## config.mk

```make
export PLATFORM = sky130hd
export DESIGN_NAME = basic_tmr
export DESIGN_NICKNAME = d
export VERILOG_FILES = /design/src/rtl/btmr_pkg.sv /design/src/rtl/btmr_regs.sv /design/src/rtl/btmr_prescale.sv /design/src/rtl/btmr_counter.sv /design/src/rtl/basic_tmr.sv
export SDC_FILE = /design/constraint.sdc
export NUM_CORES = 1
export LEC_CHECK = 0
export BUFFER_PORTS_ARGS = -buffer_cell sky130_fd_sc_hd__buf_2
export CAP_MARGIN = 10
export CORE_ASPECT_RATIO = 0.75
export CORE_MARGIN = 1.5
export CORE_UTILIZATION = 65
export CTS_BUF_LIST = sky130_fd_sc_hd__clkbuf_4 sky130_fd_sc_hd__clkbuf_8 sky130_fd_sc_hd__clkbuf_16
export CTS_CLUSTER_SIZE = 28
export DETAILED_ROUTE_END_ITERATION = 7
export PLACE_DENSITY_LB_ADDON = 0.08
export SYNTH_ARGS = -nofsm -noshare
export SYNTH_HDL_FRONTEND = slang
export SYNTH_HIERARCHICAL = 1
export SYNTH_SLANG_ARGS = --single-unit
```

## constraint.sdc

```tcl
create_clock -name clk -period 9.33 [get_ports clk]
set_input_delay 1.866 -clock clk [delete_from_list [all_inputs] [get_ports clk]]
set_output_delay 1.866 -clock clk [all_outputs]
set_load 0.1 [all_outputs]
```

## src/rtl/btmr_pkg.sv

```systemverilog
package btmr_pkg;

    localparam int BUS_AW = 5;
    localparam int BUS_DW = 32;
    localparam int DIV_W  = 16;

    localparam logic [BUS_AW-1:0] ADR_COUNT   = 5'h00;
    localparam logic [BUS_AW-1:0] ADR_PRELOAD = 5'h04;
    localparam logic [BUS_AW-1:0] ADR_STATUS  = 5'h08;
    localparam logic [BUS_AW-1:0] ADR_IRQEN   = 5'h0C;
    localparam logic [BUS_AW-1:0] ADR_CTRL    = 5'h10;

    localparam int BIT_SRST   = 4;
    localparam int BIT_RELOAD = 6;

    typedef struct packed {
        logic [DIV_W-1:0] div;
        logic [7:0]       rsv_hi;
        logic             halt;
        logic             reload;
        logic             start;
        logic             srst;
        logic             autorun;
        logic             up;
        logic             rsv_lo;
        logic             active;
    } ctrl_t;

    typedef enum logic [1:0] {
        PS_IDLE,
        PS_HOLD,
        PS_RUN
    } ps_mode_e;

    function automatic ctrl_t ctrl_from_bus(input logic [BUS_DW-1:0] d);
        ctrl_t c;
        c        = ctrl_t'(d);
        c.rsv_hi = '0;
        c.rsv_lo = 1'b0;
        c.srst   = 1'b0;
        c.reload = 1'b0;
        return c;
    endfunction

    function automatic ps_mode_e ps_mode(input ctrl_t c);
        if (!(c.active && c.start)) return PS_IDLE;
        if (c.halt)                 return PS_HOLD;
        return PS_RUN;
    endfunction

endpackage

```

## src/rtl/btmr_regs.sv

```systemverilog
module btmr_regs
    import btmr_pkg::*;
#(
    parameter int CNT_W = 32
) (
    input  logic                  clk,
    input  logic                  clr,
    input  logic                  wr,
    input  logic [BUS_AW-1:0]     addr,
    input  logic [BUS_DW-1:0]     wdata,
    input  logic                  evt,
    output ctrl_t                 ctrl,
    output logic [CNT_W-1:0]      preload,
    output logic                  status,
    output logic                  irq_en
);

    logic wr_pre, wr_ien, wr_ctl, wr_sts;

    always_comb begin
        wr_pre = wr && (addr == ADR_PRELOAD);
        wr_ien = wr && (addr == ADR_IRQEN);
        wr_ctl = wr && (addr == ADR_CTRL);
        wr_sts = wr && (addr == ADR_STATUS);
    end

    always_ff @(posedge clk) begin
        if (clr) begin
            ctrl    <= ctrl_t'('0);
            preload <= '0;
            status  <= 1'b0;
            irq_en  <= 1'b0;
        end else begin
            if (wr_pre) preload <= wdata[CNT_W-1:0];
            if (wr_ien) irq_en  <= wdata[0];

            if (wr_ctl)
                ctrl <= ctrl_from_bus(wdata);
            else if (evt && !ctrl.autorun)
                ctrl.start <= 1'b0;

            if (evt)
                status <= 1'b1;
            else if (wr_sts && wdata[0])
                status <= 1'b0;
        end
    end

endmodule

```

## src/rtl/btmr_prescale.sv

```systemverilog
module btmr_prescale
    import btmr_pkg::*;
(
    input  logic             clk,
    input  logic             clr,
    input  ctrl_t            ctrl,
    output logic             tick
);

    ps_mode_e         mode;
    logic [DIV_W-1:0] phase;

    always_comb begin
        mode = ps_mode(ctrl);
        tick = (mode == PS_RUN) && (phase >= ctrl.div);
    end

    always_ff @(posedge clk) begin
        if (clr) begin
            phase <= '0;
        end else begin
            unique case (mode)
                PS_IDLE: phase <= '0;
                PS_HOLD: phase <= phase;
                default: phase <= tick ? '0 : phase + 1'b1;
            endcase
        end
    end

endmodule

```

## src/rtl/btmr_counter.sv

```systemverilog
module btmr_counter #(
    parameter int CNT_W = 32
) (
    input  logic             clk,
    input  logic             clr,
    input  logic             tick,
    input  logic             up,
    input  logic             autorun,
    input  logic [CNT_W-1:0] preload,
    input  logic             wr_cnt,
    input  logic             load,
    input  logic [CNT_W-1:0] wdata,
    output logic [CNT_W-1:0] count,
    output logic             evt
);

    logic             at_end;
    logic [CNT_W-1:0] restart_val;
    logic [CNT_W-1:0] step_val;

    always_comb begin
        at_end      = up ? (count == preload) : (count == '0);
        evt         = tick && at_end;
        restart_val = up ? '0 : preload;
        step_val    = up ? count + 1'b1 : count - 1'b1;
    end

    always_ff @(posedge clk) begin
        if (clr)
            count <= '0;
        else if (wr_cnt)
            count <= wdata;
        else if (load)
            count <= preload;
        else if (evt) begin
            if (autorun) count <= restart_val;
        end else if (tick)
            count <= step_val;
    end

endmodule

```

## src/rtl/basic_tmr.sv

```systemverilog
module basic_tmr
    import btmr_pkg::*;
#(
    parameter int CNT_W = 32
) (
    input  logic              clk,
    input  logic              rst,
    input  logic              bus_wr,
    input  logic [4:0]        bus_addr,
    input  logic [31:0]       bus_wdata,
    output logic [31:0]       bus_rdata,
    output logic              irq
);

    ctrl_t            ctrl_q;
    logic [CNT_W-1:0] preload_q;
    logic [CNT_W-1:0] count_q;
    logic             status_q;
    logic             irq_en_q;
    logic             evt;
    logic             tick;
    logic             soft_rst;
    logic             clr_all;
    logic             wr_cnt;
    logic             do_load;

    always_comb begin
        soft_rst = bus_wr && (bus_addr == ADR_CTRL) && bus_wdata[BIT_SRST];
        clr_all  = rst || soft_rst;
        wr_cnt   = bus_wr && (bus_addr == ADR_COUNT);
        do_load  = bus_wr && (bus_addr == ADR_CTRL) && bus_wdata[BIT_RELOAD];
    end

    btmr_regs #(.CNT_W(CNT_W)) u_regs (
        .clk     (clk),
        .clr     (clr_all),
        .wr      (bus_wr),
        .addr    (bus_addr),
        .wdata   (bus_wdata),
        .evt     (evt),
        .ctrl    (ctrl_q),
        .preload (preload_q),
        .status  (status_q),
        .irq_en  (irq_en_q)
    );

    btmr_prescale u_psc (
        .clk  (clk),
        .clr  (clr_all),
        .ctrl (ctrl_q),
        .tick (tick)
    );

    btmr_counter #(.CNT_W(CNT_W)) u_cnt (
        .clk     (clk),
        .clr     (clr_all),
        .tick    (tick),
        .up      (ctrl_q.up),
        .autorun (ctrl_q.autorun),
        .preload (preload_q),
        .wr_cnt  (wr_cnt),
        .load    (do_load),
        .wdata   (bus_wdata[CNT_W-1:0]),
        .count   (count_q),
        .evt     (evt)
    );

    always_comb begin
        bus_rdata = '0;
        unique case (bus_addr)
            ADR_COUNT:   bus_rdata[CNT_W-1:0] = count_q;
            ADR_PRELOAD: bus_rdata[CNT_W-1:0] = preload_q;
            ADR_STATUS:  bus_rdata[0]         = status_q;
            ADR_IRQEN:   bus_rdata[0]         = irq_en_q;
            ADR_CTRL:    bus_rdata            = ctrl_q;
            default:     bus_rdata            = '0;
        endcase
    end

    assign irq = status_q && irq_en_q;

endmodule

```

### After elaboration in Yosys (flattened, before gate mapping)

Index checks and enable logic that the tools add are counted.

| word-level totals | value |
|---|---|
| register bits after elaboration | 103 |
| bits of input ports | 40 |
| output and inout bits | 33 |

| operators by class | value |
|---|---|
| add/sub/neg operators | 3 |
| $lt $le $gt $ge | 1 |
| eq/ne operators | 8 |
| multiplexer cells | 22 |
| reduce and logical (&&, ||, !) cells | 22 |

Operator list:

| kind | number |
|---|---|
| 32-bit two-way mux | 7 |
| 31-bit one-hot mux with 3 select lines | 1 |
| 32-bit by 1-bit adder with 32-bit output (second input constant) | 1 |
| 32-bit equality test | 1 |
| 32-bit zero test | 1 |
| 16-bit one-hot mux with 2 select lines | 1 |
| 32-bit by 1-bit subtractor with 32-bit output (second input constant) | 1 |
| 16-bit by 1-bit adder with 16-bit output (second input constant) | 1 |
| 16-bit >= comparator | 1 |
| 16-bit two-way mux | 1 |
| 1-bit logical AND | 13 |
| 5-bit by 4-bit equality test with 1-bit output (second input constant) | 2 |
| 2-bit two-way mux | 4 |
| 1-bit two-way mux | 7 |
| 5-bit by 3-bit equality test with 1-bit output (second input constant) | 1 |
| 5-bit equality test (second input constant) | 1 |
| 5-bit zero test | 1 |
| 1-bit one-hot mux with 5 select lines | 1 |
| 4-bit by 3-bit inequality test with 1-bit output (second input constant) | 1 |
| 2-bit nonzero test | 2 |
| 4-bit nonzero test | 1 |
| 2-bit by 1-bit equality test with 1-bit output (second input constant) | 1 |
| 2-bit equality test (second input constant) | 1 |
| 2-bit zero test | 1 |
| 3 further kinds | 3 |

### Longest topological paths before layout

| logic depth | value |
|---|---|
| depth after elaboration | 11 |
| gate-level depth with buffers | 15 |
| gate-level depth less buffers | 14 |

### Hierarchy

Netlist, hierarchy kept.

By module, submodules not included:

| module | instances | cells each | area an instance (um2) | sequential area each (um2) |
|---|---|---|---|---|
| btmr_counter | 1 | 465 | 3,637.2 | 640.6 |
| btmr_regs | 1 | 237 | 2,284.7 | 1,101.1 |
| btmr_prescale | 1 | 156 | 1,222.4 | 320.3 |
| basic_tmr | 1 | 154 | 968.4 | 0.0 |

### Worst setup path after synthesis

Ideal clock, no wire load.

| timing | value |
|---|---|
| path kind | input port to output port |
| from | in bus_addr[3] |
| to | out bus_rdata[10] |
| arrival time | 4,036 ps |
| setup slack | 3,428 ps |
| stages | 4 |
| path buffers | 2 |
| path through | or3_1 buf_2 clkbuf_1 a21oi_1 |

| on the way | value |
|---|---|
| cells in the longest elaborated chain, start to end | 2 |

RTL lines:

| item | RTL line | text |
|---|---|---|
| start: declaration | basic_tmr.sv:9 | `input logic [4:0] bus_addr,` |
| 5-bit equality test, or another cell as far along | basic_tmr.sv:70 | `unique case (bus_addr)` |
| 31-bit one-hot mux with 3 select lines * | basic_tmr.sv:70 |  |
| end: declaration | basic_tmr.sv:11 | `output logic [31:0] bus_rdata,` |

Every way passes the cells marked *; elsewhere a longest branch is shown, timed or not.

### Worst setup path in the final report

| timing | value |
|---|---|
| from | in bus_addr[2] |
| to | out bus_rdata[24] |

The elaborated chain is that of the path after synthesis.

==> impl_results.md <==
* Area grow syn2layout at 7.70%
* ANT cells at 0
* Asr flop ratio synth at 0%
* R2r worst-path depth at 13
* Final worst path period share at 63.0%
* Class of the worst hold path: register to register
* Busiest grt layer: met1
* Total grt overflow at 0
* Core area at 0.0122 mm^2
* Crit. End Element: output pin
* GRT Total Usage at 37.1%
* Sequential area share after synthesis at 25.4%
* Initial DRC count at 837
* Max frequency at 0.170 GHz
* Critical Path End: bus_rdata[24]
* Non-filler cells, final at 1217
* Hold bufs inserted after CTS at 0
* Gpl congestion at 0.957
* Placed inst area at 0.00844 mm^2
* Clock skew at 0.00977 ns
* Layout cells sized above 1 at 13.3%
* Setup crit start kind: input pin
* CP max stage delay at 0.91 ns
* Post-synthesis cell area at 0.00811 mm^2
* Initial antenna violation count at 0
* Number of flops mapped to enable cells by yosys at 0
* Via count at 7759
* RSZ-0062 raised after global routing: no
* CTS buffer count at 9
* Slew Viols, Final at 0
* Clock transition at the registers of the reported paths at 0.07 ns
* Via density at 6.38
* Clock Latency Late Sink at 0.36 ns
* M1 GR Usage at 53.9%
* Worst EP required at 7.46 ns
* Clk buf depth at 2
* Largest net degree at the start of global routing at 76
* CP arrival at 4.01 ns
* Cells after DPL at 1201
* CP Cell Sequence: buf_2, mux2i_1, or2_2, a21oi_1, buf_2
* Critical R2R Launch: u_regs/ctrl[31]$_SDFFE_PP0P_
* Crit path launch: bus_addr[2]
* Hold_sp: u_regs/irq_en$_SDFFE_PP0P_
* Predominant post-synthesis flop cell: dfxtp_1
* Synth warnings at 6
* DRC viols at 0
* Global-route wire length before repair at 38300 um
* Max H-tree Level at 3
* Util after Layout at 71.5%
* WL per Instance at 20.0 um
* Met3 Resource Use GR at 8.31%
* Final-layout fill cell count at 1004
* Minimum clock period at 5.88 ns
* Distinct cells, synth at 74
* IO buf count at 72
* Final setup violation count at 0
* GRT met2 Usage at 53.6%
* CP max-delay cell: buf_2
* Post-route setup TNS at 0 ns
* Total Nets Final at 1134
* Worst R2R Setup Slack at 5.28 ns
* Initial core utilization at 66.4%
* Final WL at 24400 um
* Status: finished clean
* Post-CTS Setup Inserts at 0
* CTS resizes at 0
* Row cnt at 35
* DP HPWL at 17200 um
* TritonCTS clock tree: built
* Crit-path most repeated cell: buf_2
* Pre-antenna DRT Iters at 5
* Worst vdd ir at 0.109 mV
* Max-Cap Viols at 0
* Clk root buf: clkbuf_16
* Mean post-synth cell area at 8.02 um^2
* CTS Sinks at 103
* Power per cell area at 121 mW/mm^2
* Die area at 0.0132 mm^2
* Vias in the first global route at 6835
* Final hold violation count at 0
* Slew Limit Headroom at 16.7%
* Design Area, Final at 0.00874 mm^2
* ANT nets after route at 0
* Final WS setup at 3.45 ns
* Setup CP Type: input pin to output pin
* Post-place setup slack at 3.53 ns
* Die H at 99.8 um
* Reg2Reg Capture Point: u_cnt/count[14]$_SDFFE_PP0P_
* # IOs at 73
* Tightest Pin Transition at 1.25 ns
* Leak Pwr at 3.76 nW
* Yosys reg bits at 103
* Most common cell after layout, fill and taps aside: nand2_1
* Worst Path Max Fanout at 41
* Synth Instances at 1012
* Chip Width at 132 um
* Most frequent cells in the layout: nand2_1 (123), dfxtp_1 (103), a21oi_1 (81)
-- Yosys cell counts (3+ instances only) --
cell	count	area (um^2)
nand2_1	123	462
dfxtp_1	103	2060
a21oi_1	82	410
mux2i_1	76	761
inv_1	61	229
nor2_1	52	195
xnor2_1	49	429
ha_1	47	588
clkbuf_1	34	128
a21o_1	31	233
o21ai_0	28	140
a221oi_1	25	219
a2111oi_0	24	210
nand4_1	17	106
nand2b_1	15	93.8
or2_1	14	87.6
buf_4	13	97.6
nand3_1	12	60.1
nor2b_1	12	75.1
nor4_1	12	75.1
and3_1	11	68.8
buf_2	11	55.1
nor3_1	11	55.1
or2_2	11	68.8
xor2_1	10	87.6
o21ai_1	9	45.0
a31o_1	8	70.1
buf_6	8	90.1
o21bai_1	6	45.0
or2_0	6	37.5
nor3b_1	5	37.5
o21a_1	5	37.5
or3_1	5	31.3
a211o_1	4	35.0
a211oi_1	4	30.0
a31o_2	4	35.0
and2_1	4	25.0
buf_1	4	15.0
o211ai_1	4	30.0
a2111oi_2	3	45.0
nand3b_1	3	22.5
o31a_1	3	26.3
-- how the worst min path moves through the flow --
stage | endpoint | cells after the start
floorplan | u_regs/irq_en$_SDFFE_PP0P_ | 2
global placement | u_regs/irq_en$_SDFFE_PP0P_ | 2
detailed placement | u_regs/irq_en$_SDFFE_PP0P_ | 2
CTS | u_regs/irq_en$_SDFFE_PP0P_ | 2
global route | u_regs/irq_en$_SDFFE_PP0P_ | 2
finish | u_regs/irq_en$_SDFFE_PP0P_ | 2
-- sequential cells by signal (all words and copies together), names as in the netlist --
name	cells
u_regs/irq_en	1
u_regs/ctrl	21
u_regs/preload	32
u_psc/phase	16
u_cnt/count	32
u_regs/status	1
-- cells by family after synthesis --
family | share of synthesized area, %
fa+ha+maj | 7.50
flops | 25.4
buf+inv | 7.57
xor+xnor | 6.37
mux | 9.38
compound gates | 23.7
other cells | 0.0462
simple gates | 20.0
-- area by class of cell --
class                      count  area (um^2)  share of cell area, %
sequential                   103         2060                   23.6
clock inverter                 7         73.8                  0.845
timing repair buffer          83          443                   5.07
clock buffer                   9          225                   2.58
tap                          166          208                   2.38
inverter                      61          229                   2.62
multi-input combinational    788         5500                   62.9
-- where the power goes --
group	leakage, nW	switching, W	internal (W)
clock network	0.147	0.000195	0.000190
logic	2.79	0.000128	0.0000878
registers	0.831	0.00000959	0.000444
-- through the flow --
stage	power, W	hold slack [ns]
floorplan	0.000624	0.447
global placement	0.000670	0.466
detailed placement	0.000673	0.470
CTS	0.00105	0.481
global route	0.00109	0.518
finish	0.00106	0.484
-- critical path, delay by kind of cell --
kind                   cells  cell delay [ns]
AOI/OAI and AO/OA          1             0.21
buffers and inverters      2             1.40
and+or+nand+nor            1             0.32
muxes                      1             0.18
-- layer usage --
metal | vias up | share of wire [%]
li1 | 3696 | -
met1 | 3576 | 45
met2 | 437 | 41
met3 | 50 | 11
met4 | 0 | 3.2
met5 | - | 0
No activity file was read; power rests on OpenSTA's default activity.
